[config.mk]
export PLATFORM = sky130hd
export DESIGN_NAME = cam_capture
export DESIGN_NICKNAME = d
export VERILOG_FILES = /design/src/rtl/cam_capture_pkg.sv /design/src/rtl/cam_capture_sampler.sv /design/src/rtl/cam_capture_ctrl.sv /design/src/rtl/cam_capture_datapath.sv /design/src/rtl/cam_capture.sv
export SDC_FILE = /design/constraint.sdc
export NUM_CORES = 1
export LEC_CHECK = 0
export CAP_MARGIN = 20
export CORE_MARGIN = 1
export CORE_UTILIZATION = 40
export CTS_CLUSTER_SIZE = 30
export DETAILED_ROUTE_END_ITERATION = 12
export GPL_TIMING_DRIVEN = 1
export SYNTH_ARGS = -nofsm -noshare
export SYNTH_HDL_FRONTEND = slang
export SYNTH_SLANG_ARGS = --single-unit
[constraint.sdc]
create_clock -name clk -period 3.4 [get_ports clk]
set_input_delay 0.68 -clock clk [delete_from_list [all_inputs] [get_ports clk]]
set_output_delay 0.68 -clock clk [all_outputs]
set_load 0.1 [all_outputs]
[src/rtl/cam_capture_pkg.sv]
package cam_capture_pkg;

  // Strobes passed from the control to the datapath, one cycle each.
  typedef struct packed {
    logic take;     // accept the sampled byte into the packer
    logic flush;    // frame end, JPEG: emit partial word zero padded
    logic drop;     // frame end, uncompressed: discard partial word
    logic restart;  // start of a captured frame: clear packer and overrun
  } capStrobe_t;

  typedef enum logic [1:0] {
    ST_IDLE  = 2'd0,
    ST_ARMED = 2'd1,
    ST_RUN   = 2'd2,
    ST_HOLD  = 2'd3
  } capState_t;

endpackage

[src/rtl/cam_capture_sampler.sv]
module cam_capture_sampler #(
  parameter int PIX_W = 8
) (
  input  logic             clk,
  input  logic             rstN,
  input  logic             cfgRiseEdge,
  input  logic [PIX_W-1:0] pinData,
  input  logic             pinHsync,
  input  logic             pinVsync,
  output logic [PIX_W-1:0] smpData,
  output logic             smpHsync,
  output logic             smpVsync
);
  localparam int BUS_W = PIX_W + 2;

  logic [BUS_W-1:0] riseQ;
  logic [BUS_W-1:0] fallQ;
  logic [BUS_W-1:0] fallRetimed;

  // Rising-edge capture.
  always_ff @(posedge clk or negedge rstN) begin
    if (!rstN) riseQ <= '0;
    else       riseQ <= {pinVsync, pinHsync, pinData};
  end

  // Falling-edge capture, brought back onto the rising edge so both paths
  // present their sample in the same cycle.
  always_ff @(negedge clk or negedge rstN) begin
    if (!rstN) fallQ <= '0;
    else       fallQ <= {pinVsync, pinHsync, pinData};
  end

  always_ff @(posedge clk or negedge rstN) begin
    if (!rstN) fallRetimed <= '0;
    else       fallRetimed <= fallQ;
  end

  assign {smpVsync, smpHsync, smpData} = cfgRiseEdge ? riseQ : fallRetimed;

endmodule

[src/rtl/cam_capture_ctrl.sv]
module cam_capture_ctrl
  import cam_capture_pkg::*;
#(
  parameter int COL_W = 12,
  parameter int ROW_W = 12
) (
  input  logic             clk,
  input  logic             rstN,
  input  logic             smpHsync,
  input  logic             smpVsync,
  input  logic             cfgHsPol,
  input  logic             cfgVsPol,
  input  logic             cfgJpeg,
  input  logic             cfgCrop,
  input  logic             cfgSnapshot,
  input  logic             cfgCapture,
  input  logic [COL_W-1:0] cropX,
  input  logic [ROW_W-1:0] cropY,
  input  logic [COL_W-1:0] cropW,
  input  logic [ROW_W-1:0] cropH,
  output capStrobe_t       strobe,
  output logic             captureOn
);
  capState_t  state, stateNext;
  logic       frameAct, lineAct;
  logic       prevFrame, prevLine;
  logic       sof, eof;
  logic [COL_W-1:0] colCnt;
  logic [ROW_W-1:0] rowCnt;
  logic [COL_W:0]   colEnd;
  logic [ROW_W:0]   rowEnd;
  logic       inWindow, keepByte;

  // Level equal to polarity setting means blanking.
  assign frameAct = (smpVsync != cfgVsPol);
  assign lineAct  = (smpHsync != cfgHsPol);
  assign sof      = frameAct && !prevFrame;
  assign eof      = !frameAct && prevFrame;

  always_ff @(posedge clk or negedge rstN) begin
    if (!rstN) begin
      prevFrame <= 1'b1;  // a genuine rising transition is needed first
      prevLine  <= 1'b0;
    end else begin
      prevFrame <= frameAct;
      prevLine  <= lineAct;
    end
  end

  // Byte position inside the line and line position inside the frame.
  always_ff @(posedge clk or negedge rstN) begin
    if (!rstN) begin
      colCnt <= '0;
      rowCnt <= '0;
    end else begin
      if (!lineAct || !frameAct)  colCnt <= '0;
      else if (colCnt != '1)      colCnt <= colCnt + 1'b1;

      if (!frameAct)                                    rowCnt <= '0;
      else if (prevLine && !lineAct && rowCnt != '1)    rowCnt <= rowCnt + 1'b1;
    end
  end

  assign colEnd   = {1'b0, cropX} + {1'b0, cropW};
  assign rowEnd   = {1'b0, cropY} + {1'b0, cropH};
  assign inWindow = (colCnt >= cropX) && ({1'b0, colCnt} < colEnd) &&
                    (rowCnt >= cropY) && ({1'b0, rowCnt} < rowEnd);
  assign keepByte = cfgJpeg || !cfgCrop || inWindow;

  always_comb begin
    stateNext = state;
    unique case (state)
      ST_IDLE:  if (cfgCapture) stateNext = ST_ARMED;
      ST_ARMED: begin
        if (!cfgCapture) stateNext = ST_IDLE;
        else if (sof)    stateNext = ST_RUN;
      end
      ST_RUN: begin
        if (eof) begin
          if (cfgSnapshot)      stateNext = ST_HOLD;
          else if (!cfgCapture) stateNext = ST_IDLE;
          else                  stateNext = ST_ARMED;
        end
      end
      ST_HOLD:  if (!cfgCapture) stateNext = ST_IDLE;
      default:  stateNext = ST_IDLE;
    endcase
  end

  always_ff @(posedge clk or negedge rstN) begin
    if (!rstN) state <= ST_IDLE;
    else       state <= stateNext;
  end

  always_comb begin
    strobe.take    = (state == ST_RUN) && frameAct && lineAct && keepByte;
    strobe.flush   = (state == ST_RUN) && eof && cfgJpeg;
    strobe.drop    = (state == ST_RUN) && eof && !cfgJpeg;
    strobe.restart = (state == ST_ARMED) && sof && cfgCapture;
  end

  assign captureOn = (state == ST_ARMED) || (state == ST_RUN);

endmodule

[src/rtl/cam_capture_datapath.sv]
module cam_capture_datapath
  import cam_capture_pkg::*;
#(
  parameter int PIX_W     = 8,
  parameter int WORD_PIX  = 4
) (
  input  logic                      clk,
  input  logic                      rstN,
  input  capStrobe_t                strobe,
  input  logic [PIX_W-1:0]          smpData,
  input  logic                      outReady,
  output logic                      outValid,
  output logic [PIX_W*WORD_PIX-1:0] outData,
  output logic                      overrun
);
  localparam int WORD_W = PIX_W * WORD_PIX;
  localparam int IDX_W  = (WORD_PIX > 1) ? $clog2(WORD_PIX) : 1;
  localparam logic [IDX_W-1:0] LAST_IDX = IDX_W'(WORD_PIX - 1);

  logic [IDX_W-1:0]  byteIdx;
  logic [WORD_W-1:0] packReg;
  logic [WORD_W-1:0] packWithByte;
  logic [WORD_W-1:0] wordNew;
  logic              wordDone;
  logic              drain;

  // Lane insert: each lane either keeps its content or takes the new byte.
  generate
    for (genvar lane = 0; lane < WORD_PIX; lane++) begin : g_lane
      assign packWithByte[lane*PIX_W +: PIX_W] =
        (byteIdx == IDX_W'(lane)) ? smpData : packReg[lane*PIX_W +: PIX_W];
    end
  endgenerate

  always_comb begin
    wordDone = 1'b0;
    wordNew  = packWithByte;
    if (strobe.take && byteIdx == LAST_IDX) begin
      wordDone = 1'b1;
    end else if (strobe.flush && byteIdx != '0) begin
      wordDone = 1'b1;
      wordNew  = packReg;
    end
  end

  always_ff @(posedge clk or negedge rstN) begin
    if (!rstN) begin
      byteIdx <= '0;
      packReg <= '0;
    end else if (strobe.restart || strobe.flush || strobe.drop || wordDone) begin
      byteIdx <= '0;
      packReg <= '0;
    end else if (strobe.take) begin
      byteIdx <= byteIdx + 1'b1;
      packReg <= packWithByte;
    end
  end

  assign drain = outValid && outReady;

  always_ff @(posedge clk or negedge rstN) begin
    if (!rstN) begin
      outValid <= 1'b0;
      outData  <= '0;
      overrun  <= 1'b0;
    end else begin
      if (wordDone && (!outValid || drain)) begin
        outValid <= 1'b1;
        outData  <= wordNew;
      end else if (drain) begin
        outValid <= 1'b0;
      end

      if (strobe.restart)                     overrun <= 1'b0;
      else if (wordDone && outValid && !drain) overrun <= 1'b1;
    end
  end

endmodule

[src/rtl/cam_capture.sv]
module cam_capture
  import cam_capture_pkg::*;
#(
  parameter int PIX_W    = 8,
  parameter int WORD_PIX = 4,
  parameter int COL_W    = 12,
  parameter int ROW_W    = 12
) (
  input  logic                      clk,
  input  logic                      rstN,
  input  logic [PIX_W-1:0]          camData,
  input  logic                      camHsync,
  input  logic                      camVsync,
  input  logic                      cfgHsPol,
  input  logic                      cfgVsPol,
  input  logic                      cfgRiseEdge,
  input  logic                      cfgJpeg,
  input  logic                      cfgCrop,
  input  logic                      cfgSnapshot,
  input  logic                      cfgCapture,
  input  logic [COL_W-1:0]          cropX,
  input  logic [ROW_W-1:0]          cropY,
  input  logic [COL_W-1:0]          cropW,
  input  logic [ROW_W-1:0]          cropH,
  input  logic                      outReady,
  output logic                      outValid,
  output logic [PIX_W*WORD_PIX-1:0] outData,
  output logic                      captureOn,
  output logic                      overrun
);
  logic [PIX_W-1:0] smpData;
  logic             smpHsync, smpVsync;
  capStrobe_t       strobe;

  cam_capture_sampler #(.PIX_W(PIX_W)) u_sampler (
    .clk(clk), .rstN(rstN), .cfgRiseEdge(cfgRiseEdge),
    .pinData(camData), .pinHsync(camHsync), .pinVsync(camVsync),
    .smpData(smpData), .smpHsync(smpHsync), .smpVsync(smpVsync)
  );

  cam_capture_ctrl #(.COL_W(COL_W), .ROW_W(ROW_W)) u_ctrl (
    .clk(clk), .rstN(rstN), .smpHsync(smpHsync), .smpVsync(smpVsync),
    .cfgHsPol(cfgHsPol), .cfgVsPol(cfgVsPol), .cfgJpeg(cfgJpeg),
    .cfgCrop(cfgCrop), .cfgSnapshot(cfgSnapshot), .cfgCapture(cfgCapture),
    .cropX(cropX), .cropY(cropY), .cropW(cropW), .cropH(cropH),
    .strobe(strobe), .captureOn(captureOn)
  );

  cam_capture_datapath #(.PIX_W(PIX_W), .WORD_PIX(WORD_PIX)) u_datapath (
    .clk(clk), .rstN(rstN), .strobe(strobe), .smpData(smpData),
    .outReady(outReady), .outValid(outValid), .outData(outData),
    .overrun(overrun)
  );

endmodule

=== Word level (Yosys, flattened, before mapping) ===
Cells that the tools add are included.

* Register bits: 126
* Latch bits: 0
* Bits in writable memories: 0
* ROM bits: 0
* Input port bits: 68
* Output and inout port bits: 35
* Logic and storage cells: 110
* Memories kept: 0

* Add/sub/neg operators: 5
* Multipliers: 0
* Div/mod/pow operators: 0
* $lt $le $gt $ge: 4
* Equality and inequality tests: 15
* Shifts and indexed selects: 0
* Muxes and demuxes: 29
* Bitwise operators: 0
* Reductions and logical operators: 44

{| class="wikitable"
|+ Operators by type and width
! operator !! count
|-
| 32-bit two-way mux || 4
|-
| 12-bit two-way mux || 4
|-
| 8-bit two-way mux || 4
|-
| 12-bit by 12-bit adder with 13-bit output || 2
|-
| 12-bit by 13-bit < comparator with 1-bit output || 2
|-
| 12-bit by 1-bit adder with 12-bit output (second input constant) || 2
|-
| 12-bit >= comparator || 2
|-
| 12-bit != test (second input constant) || 2
|-
| 1-bit logical AND || 21
|-
| 2-bit two-way mux || 8
|-
| 10-bit two-way mux || 1
|-
| 2-bit nonzero test || 5
|-
| 2-bit == test (second input constant) || 4
|-
| 1-bit logical OR || 8
|-
| 2-bit one-hot mux with 4 select lines || 1
|-
| 1-bit logical NOT || 7
|-
| 1-bit two-way mux || 7
|-
| 2-bit != test (second input constant) || 3
|-
| 2-bit by 1-bit == test with 1-bit output (second input constant) || 2
|-
| 2-bit logical NOT || 2
|-
| 4-bit AND reduction || 1
|-
| 3-bit by 2-bit != test with 1-bit output (second input constant) || 1
|-
| 2-bit by 1-bit adder with 2-bit output (second input constant) || 1
|-
| 1-bit != test || 2
|-
| 2-bit by 1-bit != test with 1-bit output (second input constant) || 1
|}

=== Logic depth before layout (Yosys ltp) ===
* Depth after elaboration: 13
* Gate-level depth with buffers: 22
* Depth with buffers taken out: 20

=== Modules after synthesis ===
From an unflattened synthesis, not the netlist that was laid out.

* Cells, all modules: 774
* Area total of the unflattened synthesis: 7479.7 µm²

{| class="wikitable"
|+ By module, submodules not included
! module !! times used !! cells an instance !! area an instance (µm²) !! sequential area each (µm²)
|-
| cam_capture_ctrl || 1 || 425 || 3565.9 || 701.9
|-
| cam_capture_datapath || 1 || 308 || 3001.6 || 1701.6
|-
| cam_capture_sampler || 1 || 41 || 912.1 || 750.7
|}

==> impl_metrics.yaml <==
sta:
  tns_ns: -55.37
  period_needed_ns: 4.33
  worst_clock_skew_ns: 0.0265
  whs_ns: 0.226
  setup_viol: 68
  fmax_mhz: 231
  hold_viol: 0
  fin_crit_sh_pct: 127
  rsz0062_at_grt: "yes"
  drv_slew: 0
  setup_slack_ns: -0.932
  relSlewSlack_pct: 59.3
  tightestPinTransition_ns: 0.610
clocking:
  cts-root-buf: "clkbuf_16"
  cts_max_level: 4
  cts_buffers: 17
  cts.clk_slew.worst_paths_ns: 0.06
  clock_path_buffers: 2
  cts_tree: "built"
  clock-sinks: 126
  clk_latency_ns: 0.42
layout:
  syn_to_final_growth_pct: 46.8
  drive_gt1_share_pct: 35.0
  nFillCells: 1402
  seqCellArea_mm2: 0.00315
  multi_input_area_mm2: 0.00425
  final_nets: 1096
  utilization_pct: 60.8
  n_antenna_cell: 0
  final_cell_area_mm2: 0.0106
  finalNonFillerCells: 1184
logic_synthesis:
  synth.most_common_cell: "dfrtp_1"
  synth_area_per_cell_um2: 10.2
  synth_edf_count: 0
  yosysSeqAreaShare_pct: 43.6
  yosysWarnings: 0
  ys_types: 59
  yosys.area.top_type_share_pct: 39.8
  synth_cells: 712
  synthFlopType: "dfrtp_1"
  synth_nets: 862
  synthTopCellsByArea: "dfrtp_1 (40%), ha_1 (14%), mux2_2 (4.0%), nor2_1 (3.9%), dfrtn_1 (3.5%)"
  synth_common_cells: "dfrtp_1 (115), ha_1 (80), nor2_1 (75), nand2_1 (53), inv_1 (51)"
  synth-async-reset-ratio_pct: 100
  yosysTopAreaCell: "dfrtp_1"
  synth-seq-cells: 126
  syn-cell-area_mm2: 0.00724
routing:
  drc: 0
  wl_um: 18300
  drtPass1Iterations: 7
  antenna_left: 0
  dr_total_vias: 6149
  viasPerCell: 5.19
  wl_per_cell_um: 15.4
  drt_iter0_drc: 335
floorplan:
  pin_count: 103
  rows: 48
  die_area_mm2: 0.0186
  start_util_pct: 41.4
  die_h_um: 137
  dieWidth_um: 137
  core_area_mm2: 0.0175
power_and_ir_drop:
  vdd_drop_max_uv: 544
  switching_share_pct: 33.0
  sequentialPowerShare_pct: 32.9
  p_switching_mw: 1.73
  combPwrFrac_pct: 31.4
  total_power_mw: 5.25
  internal_power_mw: 3.52
  p_clk_share_pct: 35.7
  power_leakage_nw: 5.14
  power_density_mw_per_mm2: 494
global_route:
  grt_usage_pct: 20.8
  overflow: 0
  antenna_found_initial: 0
  grt_max_degree: 49
  grt_pass1_wl_um: 30100
  grt_pass1_vias: 6282
setup_path:
  reg2regPathDepth: 15
  crit_slowest_cell: "or4_4"
  max_stage_delay_ns: 0.54
  arrival_ns: 4.68
  r2r_end: "u_datapath.packReg[26]$_DFFE_PN0P_"
  r2r-start: "u_ctrl.rowCnt[2]$_DFFE_PN0P_"
  cp_max_fo: 4
  cpLargestDelayFamily: "compound AO/OA/AOI/OAI gates"
  crit_buf_inv: 6
  crit_chain: "clkdlybuf4s50_1 > ha_2 > or4_4 > o21ai_4 > o21bai_1 > a21oi_1 > xor2_1 > ha_2 > nor2_2 > buf_4 > a211oi_2 > o311ai_2 > nor3_2 > o211a_4 > buf_6 > nor2_4 > a221o_2 > buf_6 > buf_16 > buf_12 > nor2_4"
  worstSetupStartpointType: "primary input"
  critical_path_class: "in2reg"
  cp-end-kind: "register"
  required_ns: 3.75
  r2r_setup_slack_ns: 0.04
placed_design:
  post-dp-hpwl_um: 12500
  post-place-ws_ns: -1.64
  place_area_mm2: 0.00921
  routabilityCongestion: 0.832
  io_buffers: 102
  dp.cells: 1115
run_status:
  violations: "setup timing"
  status: "complete, but fails checks"
hold_path:
  min_path_type: "in2async"
job:
  maxCapViolations: 0
-- area by class of cell --
type | instances | area share, %
inverter | 51 | 1.80
multi-input combinational | 515 | 40.0
tap | 225 | 2.65
timing repair buffer | 235 | 20.0
clock buffer | 19 | 4.26
clock inverter | 13 | 1.54
sequential | 126 | 29.7
-- power by group through the flow --
stage,sequential [mW],combinational [mW],clock (mW)
detailed placement,1.75,1.41,0
floorplan,1.93,0.756,0
global route,1.74,1.78,1.97
finish,1.73,1.65,1.87
global placement,1.74,1.37,0
CTS,1.73,1.62,1.89
-- cell families after synthesis --
logic type	after synthesis	share of synthesized area, %
compound gates	164	14.7
xor+xnor	35	4.24
fa+ha+maj	82	14.4
buf+inv	71	4.08
flops	126	43.6
mux	45	6.78
simple gates	189	12.2
-- placed cells by master, fill, tap and decap left out, drive strengths merged, types with 6 or more instances in the layout --
| cell | instances |
|---|---|
| dfrtp | 115 |
| nand2 | 53 |
| nor2 | 76 |
| o21a | 7 |
| xnor2 | 12 |
| clkbuf | 22 |
| nand2b | 7 |
| nor3 | 7 |
| dfrtn | 10 |
| a21oi | 33 |
| nor2b | 7 |
| inv | 52 |
| a211oi | 32 |
| clkdlybuf4s50 | 42 |
| dlygate4sd2 | 10 |
| nand4 | 7 |
| nand3 | 6 |
| and3 | 8 |
| mux2i | 13 |
| buf | 172 |
| ha | 80 |
| xor2 | 23 |
| mux2 | 32 |
| a21o | 11 |
| o21ai | 50 |
| clkdlybuf4s15 | 8 |
-- registers in the layout (all words and copies together), names as in the netlist --
name and count:
u_datapath.outData 32, u_datapath.packReg 32, u_ctrl.colCnt 12, u_ctrl.rowCnt 12
u_sampler.fallQ 10, u_sampler.fallRetimed 10, u_sampler.riseQ 10, u_ctrl.state 2
u_datapath.byteIdx 2, u_ctrl.prevFrame 1, u_ctrl.prevLine 1, u_datapath.outValid 1
u_datapath.overrun 1
-- worst max path at each step --
stage               depth (start not counted)  startpoint                                 end  slack (ns)
detailed placement                         21    cropY[0]   u_datapath.outData[9]$_DFFE_PN0P_       -1.64
global placement                           21    cropY[0]   u_datapath.outData[9]$_DFFE_PN0P_       -1.46
finish                                     21    cropX[7]  u_datapath.packReg[26]$_DFFE_PN0P_       -0.93
CTS                                        24    cropY[1]   u_datapath.byteIdx[0]$_DFFE_PN0P_       -0.85
floorplan                                  21    cropY[1]  u_datapath.outData[10]$_DFFE_PN0P_       -0.78
global route                               24    cropY[1]  u_datapath.packReg[19]$_DFFE_PN0P_       -1.06
-- metal layers --
| layer | routed length, µm | track usage, % | vias up |
|---|---|---|---|
| met1 | 8380 | 27.0 | 3028 |
| li1 | - | - | 2989 |
| met4 | 238 | 6.85 | 0 |
| met3 | 502 | 3.00 | 25 |
| met2 | 9160 | 35.5 | 107 |
| met5 | 0 | 0 | - |
-- repair_timing --
item / 4_1_cts / 5_1_grt
setup endpoints to repair: 68 / 68
buffers inserted: 31 / 3
pin swaps: 41 / 37
hold buffers: 0 / 0
cloned: 6 / 1
gates resized for setup: 133 / 29
(Power assumes the default switching activity.)
